[src/rtl/gp_axis_pkg.sv]
package gp_axis_pkg;
    localparam int NUM_AXES = 4;
    localparam int CNT_W    = 16;

    typedef enum logic [1:0] {
        ST_IDLE    = 2'd0,
        ST_FIRE    = 2'd1,
        ST_MEASURE = 2'd2,
        ST_DONE    = 2'd3
    } gp_state_t;

    localparam logic [1:0] ADDR_CFG  = 2'd0;
    localparam logic [1:0] ADDR_AXIS = 2'd1;
    localparam logic [1:0] ADDR_HW   = 2'd2;

    // rate codes; the order is not monotonic
    localparam logic [1:0] RATE_FULL      = 2'b00;
    localparam logic [1:0] RATE_HALF      = 2'b10;
    localparam logic [1:0] RATE_TWENTIETH = 2'b01;
    localparam logic [1:0] RATE_SLOWEST   = 2'b11;
endpackage

[src/rtl/gp_tick_gen.sv]
module gp_tick_gen
    import gp_axis_pkg::*;
#(
    parameter int DIV_HALF      = 2,
    parameter int DIV_TWENTIETH = 20,
    parameter int DIV_SLOWEST   = 200
) (
    input  logic       clk,
    input  logic       rst_n,
    input  logic       clr,
    input  logic       run,
    input  logic [1:0] rate,
    output logic       tick
);
    localparam int PW = $clog2(DIV_SLOWEST + 1);

    logic [PW-1:0] div;
    logic [PW-1:0] pcnt;
    logic          wrap;

    always_comb begin
        unique case (rate)
            RATE_FULL:      div = PW'(1);
            RATE_HALF:      div = PW'(DIV_HALF);
            RATE_TWENTIETH: div = PW'(DIV_TWENTIETH);
            default:        div = PW'(DIV_SLOWEST);
        endcase
    end

    assign wrap = (pcnt == div - PW'(1));
    assign tick = run && wrap;

    always_ff @(posedge clk or negedge rst_n) begin
        if (!rst_n) begin
            pcnt <= '0;
        end else if (clr) begin
            pcnt <= '0;
        end else if (run) begin
            pcnt <= wrap ? '0 : pcnt + PW'(1);
        end
    end
endmodule

[src/rtl/gp_axis_counter.sv]
module gp_axis_counter
    import gp_axis_pkg::*;
#(
    parameter int W = CNT_W
) (
    input  logic         clk,
    input  logic         rst_n,
    input  logic         en,
    input  logic         clr,
    input  logic         run,
    input  logic         tick,
    input  logic         axis_in,
    output logic [W-1:0] count,
    output logic         done
);
    localparam logic [W-1:0] MAXV = '1;

    always_ff @(posedge clk or negedge rst_n) begin
        if (!rst_n) begin
            count <= '0;
            done  <= 1'b1;
        end else if (clr) begin
            done <= !en;
            if (en) count <= '0;
        end else if (run && en && !done) begin
            if (!axis_in) begin
                done <= 1'b1;
            end else if (tick) begin
                count <= count + 1'b1;
                if (count == MAXV - 1'b1) done <= 1'b1;
            end
        end
    end

    assert_no_overflow_R5: assert property (@(posedge clk) disable iff (!rst_n)
        (count == MAXV && !(clr && en)) |=> (count == MAXV));

    assert_disabled_hold_R6: assert property (@(posedge clk) disable iff (!rst_n)
        (!en) |=> $stable(count));
endmodule

[src/rtl/gp_ctrl_fsm.sv]
module gp_ctrl_fsm
    import gp_axis_pkg::*;
(
    input  logic clk,
    input  logic rst_n,
    input  logic trigger,
    input  logic all_done,
    input  logic cont_en,
    output logic fire,
    output logic clr,
    output logic run,
    output logic load
);
    gp_state_t state, state_nx;

    always_comb begin
        state_nx = state;
        unique case (state)
            ST_IDLE:    state_nx = trigger ? ST_FIRE : ST_IDLE;
            ST_FIRE:    state_nx = trigger ? ST_FIRE : ST_MEASURE;
            ST_MEASURE: state_nx = trigger ? ST_FIRE : (all_done ? ST_DONE : ST_MEASURE);
            ST_DONE:    state_nx = (trigger || cont_en) ? ST_FIRE : ST_IDLE;
        endcase
    end

    always_ff @(posedge clk or negedge rst_n) begin
        if (!rst_n) state <= ST_IDLE;
        else        state <= state_nx;
    end

    always_comb begin
        fire = 1'b0;
        clr  = 1'b0;
        run  = 1'b0;
        load = 1'b0;
        unique case (state)
            ST_IDLE:    ;
            ST_FIRE:    begin fire = 1'b1; clr = 1'b1; end
            ST_MEASURE: run  = 1'b1;
            ST_DONE:    load = !trigger;
        endcase
    end

    assert_fire_single_R3: assert property (@(posedge clk) disable iff (!rst_n)
        (fire && !trigger) |=> !fire);
endmodule

[src/rtl/gameport_axis_timer.sv]
module gameport_axis_timer
    import gp_axis_pkg::*;
#(
    parameter int DIV_HALF      = 2,
    parameter int DIV_TWENTIETH = 20,
    parameter int DIV_SLOWEST   = 200
) (
    input  logic        clk,
    input  logic        rst_n,
    input  logic [1:0]  reg_addr,
    input  logic        reg_wr,
    input  logic        reg_rd,
    input  logic [7:0]  reg_wdata,
    output logic [15:0] reg_rdata,
    input  logic [3:0]  axis_in,
    output logic        oneshot_fire,
    output logic        irq
);
    logic [3:0] cfg_en;
    logic [1:0] cfg_sel;
    logic       cfg_cont;
    logic       ready;
    logic       hw_irq_en;
    logic [1:0] hw_rate;

    logic trigger, fsm_clr, fsm_run, fsm_load, tick, all_done;
    logic [NUM_AXES-1:0] axis_done;
    logic [CNT_W-1:0]    live_cnt [NUM_AXES];
    logic [CNT_W-1:0]    held_cnt [NUM_AXES];
    logic                unused_wdata_bit;

    assign unused_wdata_bit = reg_wdata[7];
    assign trigger  = reg_wr && (reg_addr == ADDR_AXIS);
    assign all_done = &axis_done;

    always_ff @(posedge clk or negedge rst_n) begin
        if (!rst_n) begin
            cfg_en    <= '0;
            cfg_sel   <= '0;
            cfg_cont  <= 1'b0;
            hw_irq_en <= 1'b0;
            hw_rate   <= RATE_FULL;
        end else if (reg_wr) begin
            if (reg_addr == ADDR_CFG) begin
                cfg_en   <= reg_wdata[3:0];
                cfg_sel  <= reg_wdata[5:4];
                cfg_cont <= reg_wdata[6];
            end
            if (reg_addr == ADDR_HW) begin
                hw_irq_en <= reg_wdata[0];
                hw_rate   <= reg_wdata[2:1];
            end
        end
    end

    always_ff @(posedge clk or negedge rst_n) begin
        if (!rst_n)        ready <= 1'b0;
        else if (trigger)  ready <= 1'b0;
        else if (fsm_load) ready <= 1'b1;
    end

    always_ff @(posedge clk or negedge rst_n) begin
        if (!rst_n)                               irq <= 1'b0;
        else if (fsm_load && hw_irq_en)           irq <= 1'b1;
        else if (reg_rd && reg_addr == ADDR_AXIS) irq <= 1'b0;
    end

    gp_ctrl_fsm u_fsm (
        .clk      (clk),
        .rst_n    (rst_n),
        .trigger  (trigger),
        .all_done (all_done),
        .cont_en  (cfg_cont),
        .fire     (oneshot_fire),
        .clr      (fsm_clr),
        .run      (fsm_run),
        .load     (fsm_load)
    );

    gp_tick_gen #(
        .DIV_HALF      (DIV_HALF),
        .DIV_TWENTIETH (DIV_TWENTIETH),
        .DIV_SLOWEST   (DIV_SLOWEST)
    ) u_tick (
        .clk   (clk),
        .rst_n (rst_n),
        .clr   (fsm_clr),
        .run   (fsm_run),
        .rate  (hw_rate),
        .tick  (tick)
    );

    for (genvar g = 0; g < NUM_AXES; g++) begin : g_axis
        gp_axis_counter #(.W(CNT_W)) u_cnt (
            .clk     (clk),
            .rst_n   (rst_n),
            .en      (cfg_en[g]),
            .clr     (fsm_clr),
            .run     (fsm_run),
            .tick    (tick),
            .axis_in (axis_in[g]),
            .count   (live_cnt[g]),
            .done    (axis_done[g])
        );

        always_ff @(posedge clk or negedge rst_n) begin
            if (!rst_n)        held_cnt[g] <= '0;
            else if (fsm_load) held_cnt[g] <= live_cnt[g];
        end
    end

    always_comb begin
        unique case (reg_addr)
            ADDR_CFG:  reg_rdata = {8'h00, ready, cfg_cont, cfg_sel, cfg_en};
            ADDR_AXIS: reg_rdata = held_cnt[cfg_sel];
            ADDR_HW:   reg_rdata = {13'd0, hw_rate, hw_irq_en};
            default:   reg_rdata = 16'h0000;
        endcase
    end

    assert_ready_clear_R3: assert property (@(posedge clk) disable iff (!rst_n)
        trigger |=> !ready);

    assert_irq_enable_R7: assert property (@(posedge clk) disable iff (!rst_n)
        $rose(irq) |-> $past(hw_irq_en));
endmodule

[config.mk]
export PLATFORM = sky130hd
export DESIGN_NAME = gameport_axis_timer
export DESIGN_NICKNAME = d
export VERILOG_FILES = /design/src/rtl/gp_axis_pkg.sv /design/src/rtl/gp_tick_gen.sv /design/src/rtl/gp_axis_counter.sv /design/src/rtl/gp_ctrl_fsm.sv /design/src/rtl/gameport_axis_timer.sv
export SDC_FILE = /design/constraint.sdc
export NUM_CORES = 1
export LEC_CHECK = 0
export BUFFER_PORTS_ARGS = -buffer_cell sky130_fd_sc_hd__buf_2
export CORE_ASPECT_RATIO = 1.75
export CORE_MARGIN = 5
export CORE_UTILIZATION = 45
export DETAILED_ROUTE_END_ITERATION = 16
export PLACE_DENSITY_LB_ADDON = 0.05
export SLEW_MARGIN = 20
export SYNTH_ARGS = -nofsm -noshare
export SYNTH_HDL_FRONTEND = slang
export SYNTH_SLANG_ARGS = --single-unit
[constraint.sdc]
create_clock -name clk -period 6 [get_ports clk]
set_input_delay 0.6 -clock clk [delete_from_list [all_inputs] [get_ports clk]]
set_output_delay 0.6 -clock clk [all_outputs]
set_load 0.02 [all_outputs]
==> results by group, run 1 <==
Floorplan
  • Initial core utilization: 0.457
  • Core Area: 17500 sq um
  • Die Ht: roughly 190 um
  • Die area: about 21000 sq um
  • Row count: 64
  • Io pins: 36
  • Chip width: about 110 um

Global route
  • GR Overflow Total: 0
  • Vias in the first global route: slightly above 6000
  • Largest net degree at the start of global routing: 97
  • First-pass GRT wire length: between 30000 and 40000 um
  • Total track usage: 0.212
  • Initial antenna violation count: 0

Clock tree
  • CTS Hold Bufs: 0
  • CTS tree: built
  • # clock sinks: around 150
  • Postcts setup bufs: 0
  • Clock Latency Late Sink: approximately 0.43 ns
  • CTS Root Buffer Type: clkbuf_16
  • Max clock buf depth: 2
  • Clk slew on worst S/H paths: around 0.060 ns
  • H-tree levels: 4
  • Total CTS buffers: 17
  • CTS resizes: 0

Layout
  • Filler cells: 1583
  • Final non-filler cell total: 1007
  • Area grow syn2layout: 12.2%
  • Final nets: just under 800
  • Number of diodes: 0
  • Final instance area: between 9000 and 10000 sq um
  • Proportion of layout cells with a drive suffix above 1: 0.211

Pwr
  • Pwr dens: 272 nW/um^2
  • Leakage Power: slightly below 4 nW
  • Worst vdd ir: approximately 0.16 mV

Route
  • WL final: approximately 21000 um
  • DRC errors left: 0
  • Iter 0 DRT Violations: roughly 420
  • Vias per Instance: about 6.1
  • Final ANT Viol Nets: 0
  • TritonRoute pass-1 iters: 4
  • Wire per inst: 21.2 um
  • Via count: between 6000 and 7000

STA
  • Hold_ws: 0.229 ns
  • RSZ-0062 raised after global routing: no
  • Final Hold Violating Endpoints: 0
  • Slew Limit Fails: 0
  • Layout Skew: 0.0110 ns
  • Worst Tran Pin Value: roughly 1.0 ns
  • Fin Setup TNS: 0 ns
  • Endpoints failing setup: 0
  • Period minus WS final: 3.41 ns
  • Fin crit share: 0.569
  • Worst relative slew slack: 0.319
  • F_max: 293 MHz

Synth
  • Post-Syn Instances: 747
  • Mapped Nets: 778
  • Ys async rst share: 1.00
  • Post-synth cell types: 59
  • Synth warnings: 0
  • Yosys top cell area share: 0.468
  • Top_reg_cell synth: dfrtp_1
  • Synth Register Bits: 154
  • Avg Cell Area, Syn: 10.7 sq um
  • Post-synthesis sequential area ratio: 0.481
  • Synth area leaders: dfrtp_1, mux2_2, mux4_2, a21oi_1, nand2_1
  • Cell area after synthesis: 8020 sq um
  • EDFF count, synth: 0
  • Area leader, netlist: dfrtp_1

Place
  • Cell Count Post-Placement: 974
  • GP Congestion: ~0.83
  • DP Area: 8330 sq um
  • DPL Wire Length: around 15000 um
  • I/O Buffers: 34

Setup path
  • CP arrival: between 3 and 4 ns
  • Setup crit end kind: flip-flop
  • CP Max Fanout: 54
  • Critical path's largest stage delay: about 0.65 ns
  • Crit-path most repeated cell: inv_1
  • Critical path, cell by cell: inv_1 -> ha_1 -> inv_1 -> nor4_4 -> a21oi_4 -> buf_16 -> buf_4 -> or4_1 -> a21oi_1
  • Critical Path Slowest Stage Cell: nor4_4
  • Top delay family on crit path: simple AND/OR/NAND/NOR gates
  • Data required time of the worst path: 6.35 ns
  • Worst Path Buf+Inv: 4
  • CP startpoint kind: flip-flop
  • Critical path class: flip-flop to flip-flop

Worst hold path
  • Worst Hold Class: primary input to asynchronous set/reset pin

Status
  • Status: complete, no violations

Job
  • Max Cap Viol: 0
-- power by group --
part           total, W  switching (W)  internal [W]
sequential      0.00113      0.0000615       0.00107
clock           0.00118       0.000429      0.000747
combinational  0.000144      0.0000777     0.0000665
-- area by class of cell --
type                       instances  area (sq um)  share of cell area
multi-input combinational        537          3920               0.436
sequential                       154          3860               0.429
clock buffer                      20           447              0.0496
tap                              231           289              0.0321
timing repair buffer              39           234              0.0260
clock inverter                    12           196              0.0218
inverter                          14          52.6             0.00584
-- stage by stage --
| stage | utilization | power [W] | worst slack [ns] |
|---|---|---|---|
| after CTS | 0.512 | 0.00248 | 2.58 |
| after global routing | 0.513 | 0.00254 | 2.41 |
| final | 0.513 | 0.00245 | 2.59 |
| after global placement | 0.475 | 0.00129 | 2.20 |
| after detailed placement | 0.475 | 0.00129 | 2.14 |
| after floorplan | - | 0.00122 | 3.31 |
-- layout by cell type, fill, tap and decap left out, types with 4 or more instances in the layout --
cell type  Yosys  routed
and4_1         6       6
nor2_1        30      30
or3_1         18      18
nand4_1       17      17
mux4_2        15      15
dfstp_2        4       4
o21a_1         7       7
o22ai_1        5       5
buf_4          1       4
and3_1        14      14
or4_1         30      30
bufinv_16      0       5
nand2_1       62      61
mux2i_1       13      13
nand2b_1       6       6
nor3_1         6       6
o211ai_1       4       4
clkbuf_16      0      17
nand3_1       27      27
a21oi_1       54      54
and2_1        19      19
buf_2          6      33
mux2_2        69      69
ha_1          13      13
inv_1         14      14
o21ai_0       38      38
xor2_1         4       4
o41ai_1        5       5
dfrtp_1      150     149
o31ai_1       29      29
-- synthesized netlist by cell type (all sizes together), types with 15 or more instances --
cell	count
nand3	27
or4	30
buf	18
mux2	69
or3	18
nor2	30
mux4	15
o21ai	41
o31ai	29
dfrtp	150
nand2	62
clkbuf	24
and2	19
nand4	17
a21oi	55
-- state kept, by name, indices dropped and copies added, names as in the netlist, 2 cells and up --
name / flops
cfg_sel: 2
cfg_en: 4
u_tick.pcnt: 8
g_axis.u_cnt.done: 4
g_axis.u_cnt.count: 64
hw_rate: 2
u_fsm.state: 2
held_cnt: 64
-- path summary, 6_finish.rpt --
| kind | startpoint | end | slack [ns] | cells past startpoint |
|---|---|---|---|---|
| min in group clk | reg_wdata[6] | cfg_cont$_DFFE_PN0P_ | 0.41 | 2 |
| max reg2reg | u_fsm.state[0]$_DFF_PN0_ | g_axis[3].u_cnt.count[6]$_DFFE_PN0P_ | 2.59 | 9 |
| max | u_fsm.state[0]$_DFF_PN0_ | g_axis[3].u_cnt.count[6]$_DFFE_PN0P_ | 2.59 | 9 |
| min | rst_n | g_axis[0].u_cnt.count[10]$_DFFE_PN0P_ | 0.23 | 1 |
| min reg2reg | held_cnt[24]$_DFFE_PN0P_ | held_cnt[24]$_DFFE_PN0P_ | 0.48 | 2 |
| max in group asynchronous | rst_n | g_axis[1].u_cnt.count[8]$_DFFE_PN0P_ | 4.48 | 2 |
-- cell families (layout without fill, tap and decap cells) --
kind of cell | count (synthesis) | count (layout) | share of synthesized area
xor+xnor | 5 | 5 | 0.00546
flops | 154 | 154 | 0.481
fa+ha+maj | 13 | 13 | 0.0203
simple gates | 250 | 250 | 0.172
buf+inv | 56 | 85 | 0.0313
mux | 97 | 97 | 0.155
compound gates | 172 | 172 | 0.135
-- per-layer routing --
layer | up-vias | global-route usage | routed length [um]
li1 | 2849 | - | -
met1 | 3126 | 0.254 | 8610
met2 | 113 | 0.371 | 11300
met3 | 35 | 0.0366 | 599
met4 | 0 | 0.0963 | 848
met5 | - | 0 | 0
Power figures use the tool's default switching activity.
==> run 2: changes to the inputs <==
- ABC_AREA: default -> 1
- clock period: 6 -> 2.87 ns (I/O delays scaled with it)
==> run 2 against run 1 <==
Non-clock buffer count increased by 12. First-iteration DRC count increased by 22%. Setup slack got worse by 2.2 ns. Cell count increased by 36%. Via count increased by 17%. Global-route usage increased by 1.1 points. Sequential power increased by 110%. Hold slack got worse by 0.12 ns. Critical path depth decreased by 4. Flip-flop and latch count unchanged. Utilization decreased by 0.24 points.
==> results by group, run 2 <==
Status
  • Status: complete, no violations (unchanged)

Setup path
  • Critical path's largest stage delay: 0.44 ns (was 0.65 ns)
  • CP Max Fanout: 19 (was 54)
  • Worst Path Buf+Inv: 2 (was 4)
  • CP startpoint kind: flip-flop (unchanged)
  • CP arrival: 2.19 ns (was 3.76 ns)
  • Setup crit end kind: output port (was flip-flop)
  • Top delay family on crit path: buffers and inverters (was simple AND/OR/NAND/NOR gates)
  • Critical Path Slowest Stage Cell: nor2_1 (was nor4_4)
  • Critical path, cell by cell: clkinv_1 -> nor2_1 -> o21ai_0 -> a21oi_1 -> buf_2 (was inv_1 -> ha_1 -> inv_1 -> nor4_4 -> a21oi_4 -> buf_16 -> buf_4 -> or4_1 -> a21oi_1)
  • Data required time of the worst path: 2.58 ns (was 6.35 ns)
  • Critical path class: flip-flop to output port (was flip-flop to flip-flop)

Pwr
  • P_int: 0.00372 W (was 0.00188 W)
  • Leakage Power: 4.20 nW (was 3.94 nW)
  • Psw: 0.00155 W (was 0.000568 W)
  • Reg power frac: 0.449 (was 0.461)
  • Overall power: 0.00526 W (was 0.00245 W)
  • Worst vdd ir: 0.385 mV (was 0.162 mV)
  • Clk pwr share: 0.423 (was 0.480)
  • Pwr dens: 557 nW/um^2 (was 272 nW/um^2)
  • Switch share: 0.294 (was 0.232)
  • Combinational fraction of design power: 0.129 (was 0.059)

Global route
  • Total track usage: 0.224 (was 0.212)
  • Largest net degree at the start of global routing: 57 (was 97)
  • Initial antenna violation count: 0 (unchanged)
  • First-pass GRT wire length: 37700 um (was 34500 um)
  • Vias in the first global route: 7141 (was 6180)
  • GR Overflow Total: 0 (unchanged)

Job
  • Max Cap Viol: 0 (unchanged)

Synth
  • EDFF count, synth: 0 (unchanged)
  • Synth Register Bits: 154 (unchanged)
  • Ys async rst share: 1.00 (unchanged)
  • Most numerous cell in the Yosys netlist: nand2_1 (was dfrtp_1)
  • Post-synth cell types: 41 (was 59)
  • Synth warnings: 0 (unchanged)
  • Mapped Nets: 1124 (was 778)
  • Post-Syn Instances: 1093 (was 747)
  • Synth area leaders: dfrtp_1, nand2_1, o21ai_0, nor2_1, xor2_1 (was dfrtp_1, mux2_2, mux4_2, a21oi_1, nand2_1)
  • Area leader, netlist: dfrtp_1 (unchanged)
  • Top_reg_cell synth: dfrtp_1 (unchanged)
  • Avg Cell Area, Syn: 7.72 sq um (was 10.7 sq um)
  • Most common library cells after synthesis: nand2_1, dfrtp_1, o21ai_0 (was dfrtp_1, mux2_2, nand2_1)
  • Cell area after synthesis: 8440 sq um (was 8020 sq um)
  • Yosys top cell area share: 0.445 (was 0.468)
  • Post-synthesis sequential area ratio: 0.457 (was 0.481)

Layout
  • Area grow syn2layout: 12.0% (was 12.2%)
  • Most frequent cells in the layout: nand2_1, dfrtp_1, o21ai_0 (was dfrtp_1, mux2_2, nand2_1)
  • Commonest non-fill, non-tap cell in the layout: nand2_1 (was dfrtp_1)
  • Final nets: 1151 (was 794)
  • Largest regs: g_axis.u_cnt.count x64, held_cnt x64, u_tick.pcnt x8 (unchanged)
  • Proportion of layout cells with a drive suffix above 1: 0.101 (was 0.211)
  • Number of diodes: 0 (unchanged)

Place
  • DPL Wire Length: 17100 um (was 15300 um)
  • Post-Place Setup Slack: 0.435 ns (was 2.14 ns)
  • GP Congestion: 0.932 (was 0.827)
  • I/O Buffers: 34 (unchanged)

Route
  • Final ANT Viol Nets: 0 (unchanged)
  • Iter 0 DRT Violations: 517 (was 424)
  • WL final: 23100 um (was 21400 um)
  • TritonRoute pass-1 iters: 5 (was 4)
  • DRC errors left: 0 (unchanged)
  • Vias per Instance: 5.22 (was 6.08)
  • Wire per inst: 16.8 um (was 21.2 um)
  • Via count: 7162 (was 6123)

Clock tree
  • CTS Root Buffer Type: clkbuf_16 (unchanged)
  • # clock sinks: 154 (unchanged)
  • CTS resizes: 0 (unchanged)
  • Total CTS buffers: 17 (unchanged)
  • Clk slew on worst S/H paths: 0.07 ns (was 0.06 ns)
  • Max clock buf depth: 2 (unchanged)
  • Clock Latency Late Sink: 0.43 ns (about the same)
  • CTS tree: built (unchanged)
  • H-tree levels: 4 (unchanged)

STA
  • Fin Setup TNS: 0 ns (unchanged)
  • Final worst slack: 0.388 ns (was 2.59 ns)
  • Worst Tran Pin Value: 0.546 ns (was 1.02 ns)
  • Endpoints failing setup: 0 (unchanged)
  • F_max: around 400 MHz
  • Fin crit share: 0.865
  • Slew Limit Fails: 0 (unchanged)
  • RSZ-0062 raised after global routing: no (unchanged)
  • Layout Skew: 0.00733 ns (was 0.0110 ns)
  • Hold_ws: 0.106 ns (was 0.229 ns)
  • Final Hold Violating Endpoints: 0 (unchanged)
  • Period minus WS final: about 2.5 ns
  • Worst relative slew slack: 0.636 (was 0.319)

Floorplan
  • Chip width: 114 um (was 111 um)
  • Initial core utilization: 0.456 (was 0.457)
  • Io pins: 36 (unchanged)
  • Core Area: 18500 sq um (was 17500 sq um)
  • Die Ht: 191 um (was 187 um)
  • Row count: 66 (was 64)
  • Die area: 21700 sq um (was 20700 sq um)

Worst hold path
  • Worst Hold Class: primary input to flip-flop (was primary input to asynchronous set/reset pin)
==> run 2: timing repair <==
action	4_1_cts	5_1_grt
hold buffers	1	0
setup buffers	0	0
endpoints found under the hold margin	50	0
==> run 2: layout make-up <==
| class | count | area (sq um) |
|---|---|---|
| multi-input combinational | 794 | 3990 |
| sequential | 154 | 3860 |
| fill | 1905 | 9050 |
| tap | 238 | 298 |
| timing repair buffer | 51 | 344 |
| clock inverter | 14 | 136 |
| clock buffer | 18 | 439 |
| inverter | 102 | 383 |
==> run 2: power by group through the flow <==
stage | registers (W) | logic (W) | clock network (W)
6_report | 0.00236 | 0.000677 | 0.00223
3_3_place_gp | 0.00240 | 0.000677 | 0
3_5_place_dp | 0.00240 | 0.000680 | 0
4_1_cts | 0.00236 | 0.000686 | 0.00228
2_1_floorplan | 0.00237 | 0.000455 | 0
5_1_grt | 0.00237 | 0.000763 | 0.00237
==> run 2: per-stage QoR <==
| stage | cell area (sq um) | util | std cells |
|---|---|---|---|
| floorplan | 8440 | - | 1093 |
| global placement | 8860 | 0.479 | 1338 |
| detailed placement | 8860 | 0.479 | 1338 |
| CTS | 9450 | 0.511 | 1371 |
| global route | 9450 | 0.511 | 1371 |
| finish | 9450 | 0.511 | 1371 |
==> run 2: per-layer routing <==
layer | global-route usage | part of all wire | vias up | wire [um]
li1 | - | - | 3611 | -
met1 | 0.266 | 0.42 | 3359 | 9680
met2 | 0.391 | 0.51 | 142 | 11800
met3 | 0.0352 | 0.028 | 50 | 642
met4 | 0.107 | 0.042 | 0 | 968
met5 | 0 | 0 | - | 0
==> run 2: kinds of logic after synthesis <==
family	count (synthesis)	synth area share
adders and majority gates	13	0.0193
and+or+nand+nor	520	0.260
muxes	5	0.00667
xor gates and xnor gates	48	0.0498
DFF	154	0.457
AOI/OAI and AO/OA	208	0.136
buffers and inverters	145	0.0709
==> run 2: final timing paths <==
| path | startpoint | endpoint | slack [ns] | cells after the start |
|---|---|---|---|---|
| min reg2reg | held_cnt[15]$_DFFE_PN0P_ | held_cnt[15]$_DFFE_PN0P_ | 0.49 | 2 |
| min | reg_wdata[6] | cfg_cont$_DFFE_PN0P_ | 0.11 | 3 |
| max reg2reg | u_fsm.state[0]$_DFF_PN0_ | g_axis[1].u_cnt.count[4]$_DFFE_PN0P_ | 0.45 | 8 |
| min in group asynchronous | rst_n | g_axis[0].u_cnt.count[14]$_DFFE_PN0P_ | 0.37 | 2 |
| max | cfg_sel[1]$_DFFE_PN0P_ | reg_rdata[12] | 0.39 | 5 |
| max in group asynchronous | rst_n | held_cnt[19]$_DFFE_PN0P_ | 1.79 | 3 |
==> run 2: worst reg2reg max path: stages (launching register included) <==
cell and delay (ns):
dfrtp_1 0.40, inv_1 0.09, ha_1 0.50, nand2_1 0.10, o21ai_1 0.22, nand2_1 0.07
nand2_1 0.23, a21boi_4 0.51, o21ai_0 0.15
